<file path="config.mk">
export PLATFORM = sky130hd
export DESIGN_NAME = tdm_ber_tester
export DESIGN_NICKNAME = d
export VERILOG_FILES = /design/src/rtl/tdm_ber_pkg.sv /design/src/rtl/tdm_slot_counter.sv /design/src/rtl/tdm_prbs_gen.sv /design/src/rtl/tdm_prbs_rx.sv /design/src/rtl/tdm_ber_tester.sv
export SDC_FILE = /design/constraint.sdc
export NUM_CORES = 1
export LEC_CHECK = 0
export BUFFER_PORTS_ARGS = -buffer_cell sky130_fd_sc_hd__buf_2
export CELL_PAD_IN_SITES_DETAIL_PLACEMENT = 0
export CELL_PAD_IN_SITES_GLOBAL_PLACEMENT = 1
export CORE_UTILIZATION = 53
export DETAILED_ROUTE_END_ITERATION = 10
export HOLD_SLACK_MARGIN = 0.02
export PLACE_DENSITY_LB_ADDON = 0.1
export SYNTH_ARGS = -nofsm -noshare
export SYNTH_HDL_FRONTEND = slang
export SYNTH_SLANG_ARGS = --single-unit
export TNS_END_PERCENT = 5
</file>
<file path="constraint.sdc">
create_clock -name clk -period 5.25 [get_ports clk]
set_input_delay 0.2625 -clock clk [delete_from_list [all_inputs] [get_ports clk]]
set_output_delay 0.2625 -clock clk [all_outputs]
set_load 0.05 [all_outputs]
</file>
<file path="src/rtl/tdm_ber_pkg.sv">
package tdm_ber_pkg;
  localparam int DATA_W   = 16;
  localparam int ADDR_W   = 8;
  localparam int PRBS_W   = 15;
  localparam int LOCK_RUN = 15;

  localparam logic [ADDR_W-1:0] ADDR_CTRL = 8'h00;
  localparam logic [ADDR_W-1:0] ADDR_SEL  = 8'h11;
  localparam logic [ADDR_W-1:0] ADDR_ERRS = 8'h12;

  localparam int CTRL_RUN_BIT = 9;
  localparam int CTRL_CLR_BIT = 10;

  localparam logic [2:0] MODE_PATTERN = 3'b111;

  // x^15 + x^14 + 1: new bit is the XOR of the two oldest bits
  function automatic logic [PRBS_W-1:0] prbs_step(input logic [PRBS_W-1:0] s);
    return {s[PRBS_W-2:0], s[PRBS_W-1] ^ s[PRBS_W-2]};
  endfunction
endpackage

</file>
<file path="src/rtl/tdm_slot_counter.sv">
module tdm_slot_counter #(
  parameter int FRAME_LEN = 256,
  localparam int POS_W = $clog2(FRAME_LEN)
) (
  input  logic             clk,
  input  logic             rst_n,
  input  logic             frame_pulse,
  output logic [POS_W-1:0] slot_pos
);
  logic [POS_W-1:0] pos_q, pos_d;

  always_comb begin
    if (frame_pulse)
      pos_d = '0;
    else if (pos_q == POS_W'(FRAME_LEN - 1))
      pos_d = '0;
    else
      pos_d = pos_q + 1'b1;
  end

  always_ff @(posedge clk or negedge rst_n) begin
    if (!rst_n) pos_q <= '0;
    else        pos_q <= pos_d;
  end

  assign slot_pos = pos_q;
endmodule

</file>
<file path="src/rtl/tdm_prbs_gen.sv">
module tdm_prbs_gen
  import tdm_ber_pkg::*;
(
  input  logic clk,
  input  logic rst_n,
  input  logic advance,
  output logic bit_out
);
  logic [PRBS_W-1:0] lfsr_q, lfsr_d;

  always_comb begin
    lfsr_d = lfsr_q;
    if (advance) lfsr_d = prbs_step(lfsr_q);
  end

  always_ff @(posedge clk or negedge rst_n) begin
    if (!rst_n) lfsr_q <= '1;
    else        lfsr_q <= lfsr_d;
  end

  assign bit_out = lfsr_q[PRBS_W-1];
endmodule

</file>
<file path="src/rtl/tdm_prbs_rx.sv">
module tdm_prbs_rx
  import tdm_ber_pkg::*;
#(
  parameter int ERR_W = 16
) (
  input  logic             clk,
  input  logic             rst_n,
  input  logic             sample_en,
  input  logic             rx_bit,
  input  logic             resync,
  input  logic             run,
  input  logic             clr,
  output logic             locked,
  output logic [ERR_W-1:0] err_cnt
);
  localparam int HIT_W = $clog2(LOCK_RUN + 1);

  logic [PRBS_W-1:0] sh_q, sh_d;
  logic [HIT_W-1:0]  hits_q, hits_d;
  logic              lock_q, lock_d;
  logic [ERR_W-1:0]  cnt_q, cnt_d;
  logic              pred, mismatch;

  always_comb begin
    pred     = sh_q[PRBS_W-1] ^ sh_q[PRBS_W-2];
    mismatch = sample_en && (rx_bit != pred);
    sh_d     = sh_q;
    hits_d   = hits_q;
    lock_d   = lock_q;
    cnt_d    = cnt_q;
    if (resync) begin
      sh_d   = '0;
      hits_d = '0;
      lock_d = 1'b0;
    end else if (sample_en) begin
      if (lock_q) begin
        sh_d = {sh_q[PRBS_W-2:0], pred};
      end else begin
        sh_d = {sh_q[PRBS_W-2:0], rx_bit};
        if (!mismatch && (sh_q != '0)) begin
          hits_d = hits_q + 1'b1;
          if (hits_q == HIT_W'(LOCK_RUN - 1)) lock_d = 1'b1;
        end else begin
          hits_d = '0;
        end
      end
    end
    if (clr)
      cnt_d = '0;
    else if (run && lock_q && mismatch && (cnt_q != '1))
      cnt_d = cnt_q + 1'b1;
  end

  always_ff @(posedge clk or negedge rst_n) begin
    if (!rst_n) begin
      sh_q   <= '0;
      hits_q <= '0;
      lock_q <= 1'b0;
      cnt_q  <= '0;
    end else begin
      sh_q   <= sh_d;
      hits_q <= hits_d;
      lock_q <= lock_d;
      cnt_q  <= cnt_d;
    end
  end

  assign locked  = lock_q;
  assign err_cnt = cnt_q;
endmodule

</file>
<file path="src/rtl/tdm_ber_tester.sv">
module tdm_ber_tester
  import tdm_ber_pkg::*;
#(
  parameter int N_STREAMS  = 8,
  parameter int N_CHANNELS = 32,
  parameter int SLOT_BITS  = 8,
  parameter int ERR_W      = 16,
  localparam int SW        = $clog2(N_STREAMS),
  localparam int CW        = $clog2(N_CHANNELS)
) (
  input  logic                 clk,
  input  logic                 rst_n,
  input  logic                 frame_pulse,
  input  logic [N_STREAMS-1:0] rx_data,
  output logic [N_STREAMS-1:0] tx_data,
  input  logic                 cm_we,
  input  logic [SW+CW-1:0]     cm_addr,
  input  logic [DATA_W-1:0]    cm_wdata,
  input  logic                 reg_we,
  input  logic [ADDR_W-1:0]    reg_addr,
  input  logic [DATA_W-1:0]    reg_wdata,
  output logic [DATA_W-1:0]    reg_rdata
);
  localparam int FRAME_LEN = N_CHANNELS * SLOT_BITS;
  localparam int POS_W     = $clog2(FRAME_LEN);
  localparam int BIT_W     = POS_W - CW;
  localparam int N_SLOTS   = N_STREAMS * N_CHANNELS;

  logic [POS_W-1:0]   slot_pos;
  logic [CW-1:0]      chan;
  logic [N_SLOTS-1:0] pat_map_q, pat_map_d;
  logic [N_STREAMS-1:0] slot_pat;
  logic               prbs_bit;
  logic               run_q, run_d, clr_q, clr_d;
  logic [SW-1:0]      sel_st_q, sel_st_d;
  logic [CW-1:0]      sel_ch_q, sel_ch_d;
  logic               sel_wr;
  logic               rx_locked;
  logic [ERR_W-1:0]   err_cnt;
  logic               unused_bits;

  tdm_slot_counter #(.FRAME_LEN(FRAME_LEN)) u_slot (
    .clk(clk), .rst_n(rst_n), .frame_pulse(frame_pulse), .slot_pos(slot_pos)
  );

  assign chan = slot_pos[POS_W-1:BIT_W];

  // Transmit side: one pattern flag per timeslot
  always_comb begin
    pat_map_d = pat_map_q;
    if (cm_we) pat_map_d[cm_addr] = (cm_wdata[15:13] == MODE_PATTERN);
  end

  always_ff @(posedge clk or negedge rst_n) begin
    if (!rst_n) pat_map_q <= '0;
    else        pat_map_q <= pat_map_d;
  end

  for (genvar s = 0; s < N_STREAMS; s++) begin : g_tx
    assign slot_pat[s] = pat_map_q[{SW'(s), chan}];
    assign tx_data[s]  = slot_pat[s] ? prbs_bit : 1'b1;
  end

  tdm_prbs_gen u_gen (
    .clk(clk), .rst_n(rst_n), .advance(|slot_pat), .bit_out(prbs_bit)
  );

  // Control and selection registers
  assign sel_wr = reg_we && (reg_addr == ADDR_SEL);

  always_comb begin
    run_d    = run_q;
    clr_d    = clr_q;
    sel_st_d = sel_st_q;
    sel_ch_d = sel_ch_q;
    if (reg_we && (reg_addr == ADDR_CTRL)) begin
      run_d = reg_wdata[CTRL_RUN_BIT];
      clr_d = reg_wdata[CTRL_CLR_BIT];
    end
    if (sel_wr) begin
      sel_st_d = reg_wdata[8 +: SW];
      sel_ch_d = reg_wdata[0 +: CW];
    end
  end

  always_ff @(posedge clk or negedge rst_n) begin
    if (!rst_n) begin
      run_q    <= 1'b0;
      clr_q    <= 1'b0;
      sel_st_q <= '0;
      sel_ch_q <= '0;
    end else begin
      run_q    <= run_d;
      clr_q    <= clr_d;
      sel_st_q <= sel_st_d;
      sel_ch_q <= sel_ch_d;
    end
  end

  // Receive side
  tdm_prbs_rx #(.ERR_W(ERR_W)) u_rx (
    .clk(clk), .rst_n(rst_n),
    .sample_en(chan == sel_ch_q),
    .rx_bit(rx_data[sel_st_q]),
    .resync(sel_wr),
    .run(run_q), .clr(clr_q),
    .locked(rx_locked), .err_cnt(err_cnt)
  );

  always_comb begin
    reg_rdata = '0;
    case (reg_addr)
      ADDR_CTRL: begin
        reg_rdata[CTRL_RUN_BIT] = run_q;
        reg_rdata[CTRL_CLR_BIT] = clr_q;
      end
      ADDR_SEL: begin
        reg_rdata[8 +: SW] = sel_st_q;
        reg_rdata[0 +: CW] = sel_ch_q;
      end
      ADDR_ERRS: reg_rdata[ERR_W-1:0] = err_cnt;
      default:   reg_rdata = '0;
    endcase
  end

  assign unused_bits = ^{cm_wdata, reg_wdata, slot_pos};
endmodule

</file>
==> reports/qor.csv, run 1 <==
metric;value;unit
worst slew pin tran;1.179;ns
Vias/cell;5.920;
clock tree buffer depth;3;
Worst Hold Class;in -> reg;
Slew headroom;20.94;%
power per cell area;315.4;mW/mm^2
# diodes;0;
Area contributors post-synth;dfrtp_1, mux4_2, nand2_1, o31ai_1, o21ai_1;
r2r worst-path depth;8;
CTS H-tree depth;2;
port bufs;63;
Clock Latency Late Sink;0.52;ns
Nets;1624;
worst hold path stage count;3;
Initial DRT Pass Iterations;5;
Num Clock Sinks;325;
number of global-route vias before repair;11580;
Core Footprint;0.02956;sq mm
pin count of the biggest net entering global routing;241;
CTS root buffer;clkbuf_16;
total negative slack;0;ns
drc violations;0;
drt wl/cell;20.29;um
Syn Area/Cell;10.29;sq um
number of synthesized flops with an enable pin;0;
DIE AREA;0.03070;sq mm
gpl congestion;0.8077;
Final Max Tran Viols;0;
final core utilization;59.85;%
total CTS buffers;37;
clk slew on worst S/H paths;0.06;ns
Synth Flop Type;dfrtp_1;
status;completed;
critical path required time;5.68;ns
first-pass GRT wire length;65060;um
#FFs+latches synth;325;
GRT Overall Usage;27.35;%
final setup vio count;0;
most common cell in the netlist;nand2_1;
Setup Skew;0.01641;ns
dpl hpwl;24770;um
CP endpoint kind;flip-flop;
leak pwr;7.207;nW
ys async rst share;100.0;%
worst vdd ir;0.2271;mV
CP max FO;21;
RSZ-0062 raised after global routing;no;
share of the synthesized area in the top cell type;48.78;%
Period minus WS final;3.882;ns
number of antenna violations at the first check in global routing;0;
Starting Density;53.80;%
top cell types by occurrence after synthesis;nand2_1, dfrtp_1, o21ai_1, o21ai_0, clkbuf_1;
Post-Route WL;40050;um
Chip Width;175.2;um
number of synthesis warnings;0;
CP arrival;4.31;ns
area leader, netlist;dfrtp_1;
distinct cell type count after synthesis;45;
share of cells above drive strength 1;16.22;%
cell count after synthesis;1545;
total number of vias;11690;
Die H;175.2;um
area grow syn2layout;11.24;%
drt initial violations;939;
Final ANT Viol Nets;0;
Worst Setup Start Kind;flip-flop;
IO Count;85;
FP Rows;63;
sequential area share after synthesis;51.26;%
MaxCap Viol Count;0;
fmax;0.2576;GHz
syn_nets;1610;
crit path kind;reg -> reg;
Period Utilization, post-route;73.95;%
# fillers;2508;
synthesized area;0.01590;sq mm
Final Hold Vio Count;0;
grt total ovfl;0;
overall power;0.005580;W
CTS tree;built;
## critical path, stage by stage, from the launching register on
cell,delay (ns)
dfrtp_2,0.89
buf_12,0.28
mux4_2,0.51
and2_1,0.17
o21ai_1,0.12
a41oi_1,0.25
nor4_1,0.66
nand2_2,0.46
mux2_1,0.44
## power breakdown
part	switching, W	internal [W]	total, W
sequential	0.0000894	0.00261	0.00270
clock	0.00101	0.00145	0.00246
combinational	0.000266	0.000153	0.000420
total	0.00136	0.00422	0.00558
## cell families after synthesis
family,share of synthesized area (%)
AND/OR/NAND/NOR,14.58
AO/OA/AOI/OAI,13.87
flip-flops,51.26
multiplexers,15.10
buffers and inverters,3.281
XOR/XNOR,1.597
adder cells (fa/ha/maj),0.3147
## cell usage in the layout, fill, tap and decap left out, drive strengths merged, types with 6 or more instances in the layout
master       netlist  final
a22o               7      7
and2              15     15
and3              20     20
buf               21     85
clkbuf            99     61
dfrtp            310    310
dfstp             15     15
dlygate4sd3        0     10
inv                8      9
mux2              45     45
mux2i             28     28
mux4              70     70
nand2            361    361
nand2b            12     12
nand3             33     33
nor2              57     57
nor2b              6      6
nor3              12     12
nor4              13     13
o21ai            251    251
o31ai             96     96
xnor2             21     21
xor2               8      8
## path summary, 6_finish.rpt
check,from,endpoint,slack (ns)
setup / recovery,u_slot.slot_pos[3],u_gen.lfsr_q[2],1.37
hold / removal,reg_we,run_q,0.14
setup reg to reg,u_slot.slot_pos[3],u_gen.lfsr_q[2],1.37
hold reg to reg,pat_map_q[30],pat_map_q[30],0.48
max in group asynchronous,rst_n,pat_map_q[239],3.51
min in group asynchronous,rst_n,u_rx.err_cnt[12],0.39
## stage by stage
step | area [sq um] | setup WS, ns | hold slack, ns | std cells
2_1_floorplan | 15900 | 2.247 | -0.03309 | 1545
3_5_place_dp | 16450 | 1.276 | 0.3609 | 1900
4_1_cts | 17690 | 1.254 | 0.1180 | 1974
3_3_place_gp | 16450 | 1.272 | 0.3502 | 1900
5_1_grt | 17690 | 1.120 | 0.1357 | 1974
6_report | 17690 | 1.368 | 0.1363 | 1974
## metal layers
metal  track usage, %  routed length (um)
met1            38.73               17870
met3            4.025                2266
met2            43.90               18850
met4            8.188                1072
met5                0                   0
## area by class of cell
type,instances,area [sq um],area share [%]
Timing Repair Buffer,95,628.1,3.550
Clock inverter,3,21.27,0.1202
Sequential cell,325,8158,46.11
Tap cell,390,488.0,2.758
Clock buffer,61,1119,6.323
Multi-Input combinational cell,1092,7247,40.96
Inverter,8,30.03,0.1697
## what timing repair did
action | CTS | global route
setup buffers | 0 | 0
hold buffers | 10 | 0
gates resized for setup | 0 | 0
endpoints found under the hold margin | 93 | 0
## sequential cells by signal (all words and copies together), names as in the netlist
name,cells
u_rx.locked,1
u_rx.err_cnt,16
pat_map_q,256
u_gen.lfsr_q,15
run_q,1
sel_st_q,3
clr_q,1
sel_ch_q,5
u_rx.hits_q,4
u_slot.slot_pos,8
u_rx.sh_q,15
Note: power is estimated with default switching activity, not from simulation.
==> inputs of run 2 (changes only) <==
--- a/config.mk
+++ b/config.mk
@@ -8,7 +8,7 @@
 export BUFFER_PORTS_ARGS = -buffer_cell sky130_fd_sc_hd__buf_2
 export CELL_PAD_IN_SITES_DETAIL_PLACEMENT = 0
 export CELL_PAD_IN_SITES_GLOBAL_PLACEMENT = 1
-export CORE_UTILIZATION = 53
+export CORE_UTILIZATION = 49
 export DETAILED_ROUTE_END_ITERATION = 10
 export HOLD_SLACK_MARGIN = 0.02
 export PLACE_DENSITY_LB_ADDON = 0.1
==> constraint.sdc (replaced) <==
create_clock -name clk -period 3.7 [get_ports clk]
set_input_delay 0.185 -clock clk [delete_from_list [all_inputs] [get_ports clk]]
set_output_delay 0.185 -clock clk [all_outputs]
set_load 0.05 [all_outputs]
==> run 2 against run 1 <==
Wire length rose by 5.1%. First-iteration DRC count fell by 10%. Largest power group unchanged. Cell area rose by 1.1%.
==> reports/qor.csv, run 2 (same netlist as run 1, synthesis figures left out) <==
metric;value;unit
status;completed;
Vias/cell;5.875;
Num Clock Sinks;325;
clock tree buffer depth;3;
final setup vio count;0;
r2r worst-path depth;8;
Nets;1640;
total number of vias;11770;
Worst Setup Start Kind;flip-flop;
share of cells above drive strength 1;17.36;%
Clock Latency Late Sink;0.52;ns
port bufs;63;
Final Hold Vio Count;0;
Worst Hold Class;in -> reg;
drt wl/cell;21.02;um
RSZ-0062 raised after global routing;no;
MaxCap Viol Count;0;
number of global-route vias before repair;11550;
CTS root buffer;clkbuf_16;
Period minus WS final;3.400;ns
Core Footprint;0.03172;sq mm
worst slew pin tran;1.191;ns
IO Count;85;
Final Max Tran Viols;0;
Top reg by flops;pat_map_q;
drt initial violations;842;
dpl hpwl;26750;um
first-pass GRT wire length;67180;um
Setup Skew;0.01068;ns
total negative slack;0;ns
CTS H-tree depth;2;
clk slew on worst S/H paths;0.05;ns
crit path kind;reg -> out;
max reg flops;256;
Slew headroom;20.35;%
Period Utilization, post-route;91.89;%
worst vdd ir;0.3614;mV
gpl congestion;0.8020;
total CTS buffers;37;
leak pwr;7.319;nW
worst hold path stage count;3;
Chip Width;182.2;um
GRT Overall Usage;26.22;%
Post-Route WL;42120;um
Die H;182.2;um
critical path required time;3.51;ns
FP Rows;65;
DIE AREA;0.03318;sq mm
power per cell area;444.4;mW/mm^2
area grow syn2layout;12.42;%
Final ANT Viol Nets;0;
most frequent cells in the layout;nand2_1, dfrtp_1, o21ai_1;
CP endpoint kind;primary output;
CTS tree;built;
grt total ovfl;0;
drc violations;0;
pin count of the biggest net entering global routing;134;
Worst Hold Slack;0.05102;ns
Initial DRT Pass Iterations;6;
CP max FO;27;
number of antenna violations at the first check in global routing;0;
CP arrival;3.21;ns
most common cell after layout, fill and taps aside;nand2_1;
fmax;0.2941;GHz
Starting Density;50.14;%
[run 2: layout make-up]
class | instances | area [sq um]
flip-flops and latches | 325 | 8158
diodes | 1 | 2.502
well taps | 402 | 503.0
multi-input cells | 1092 | 7252
clock buffers | 58 | 1107
inverters | 8 | 30.03
fillers | 2790 | 13840
clock inverters | 7 | 38.79
repair buffers | 111 | 785.8
[run 2: worst max-delay path, stage by stage, from the launching register on]
cell	delay (ns)
dfrtp_2	0.89
buf_4	0.31
mux4_2	0.30
mux4_2	0.47
mux2_2	0.32
nand2b_1	0.12
buf_2	0.29
[run 2: repair_timing]
action	CTS	global route
setup endpoints to repair	0	0
hold buffers	10	0
setup buffers	0	0
resized for setup	0	0
endpoints found under the hold margin	131	0
[run 2: where the power goes]
| part | switching [W] | total (W) | internal, W | leakage [nW] |
|---|---|---|---|---|
| Combinational | 0.000384 | 0.000611 | 0.000227 | 2.35 |
| Clock | 0.00145 | 0.00350 | 0.00205 | 0.567 |
| Sequential | 0.000126 | 0.00383 | 0.00371 | 4.41 |
[run 2: worst paths after layout]
path,startpoint,to,slack [ns]
setup / recovery,u_slot.slot_pos[5],tx_data[2],0.30
hold / removal,reg_we,run_q,0.05
hold reg to reg,pat_map_q[112],pat_map_q[112],0.48
setup reg to reg,u_slot.slot_pos[4],u_gen.lfsr_q[1],0.36
max in group asynchronous,rst_n,u_gen.lfsr_q[0],2.17
min in group asynchronous,rst_n,pat_map_q[48],0.34
[run 2: metal layers]
layer / up-vias / track usage (%) / share of wire [%]
li1: 5622 / - / -
met1: 5727 / 36.28 / 44
met2: 338 / 42.44 / 47
met3: 86 / 4.211 / 6.2
met4: 0 / 8.538 / 3.1
met5: - / 0 / 0
[run 2: metrics by stage]
step	std cells	instance area (sq um)	power, W	utilization, %	setup WS (ns)
after floorplan	1545	15900	0.004252	-	0.6968
after global placement	1928	16630	0.004491	52.43	0.3456
after detailed placement	1928	16630	0.004509	52.43	0.3395
after CTS	2003	17870	0.008031	56.36	0.2936
after global routing	2003	17870	0.008265	56.36	0.1224
final	2004	17880	0.007944	56.36	0.3002
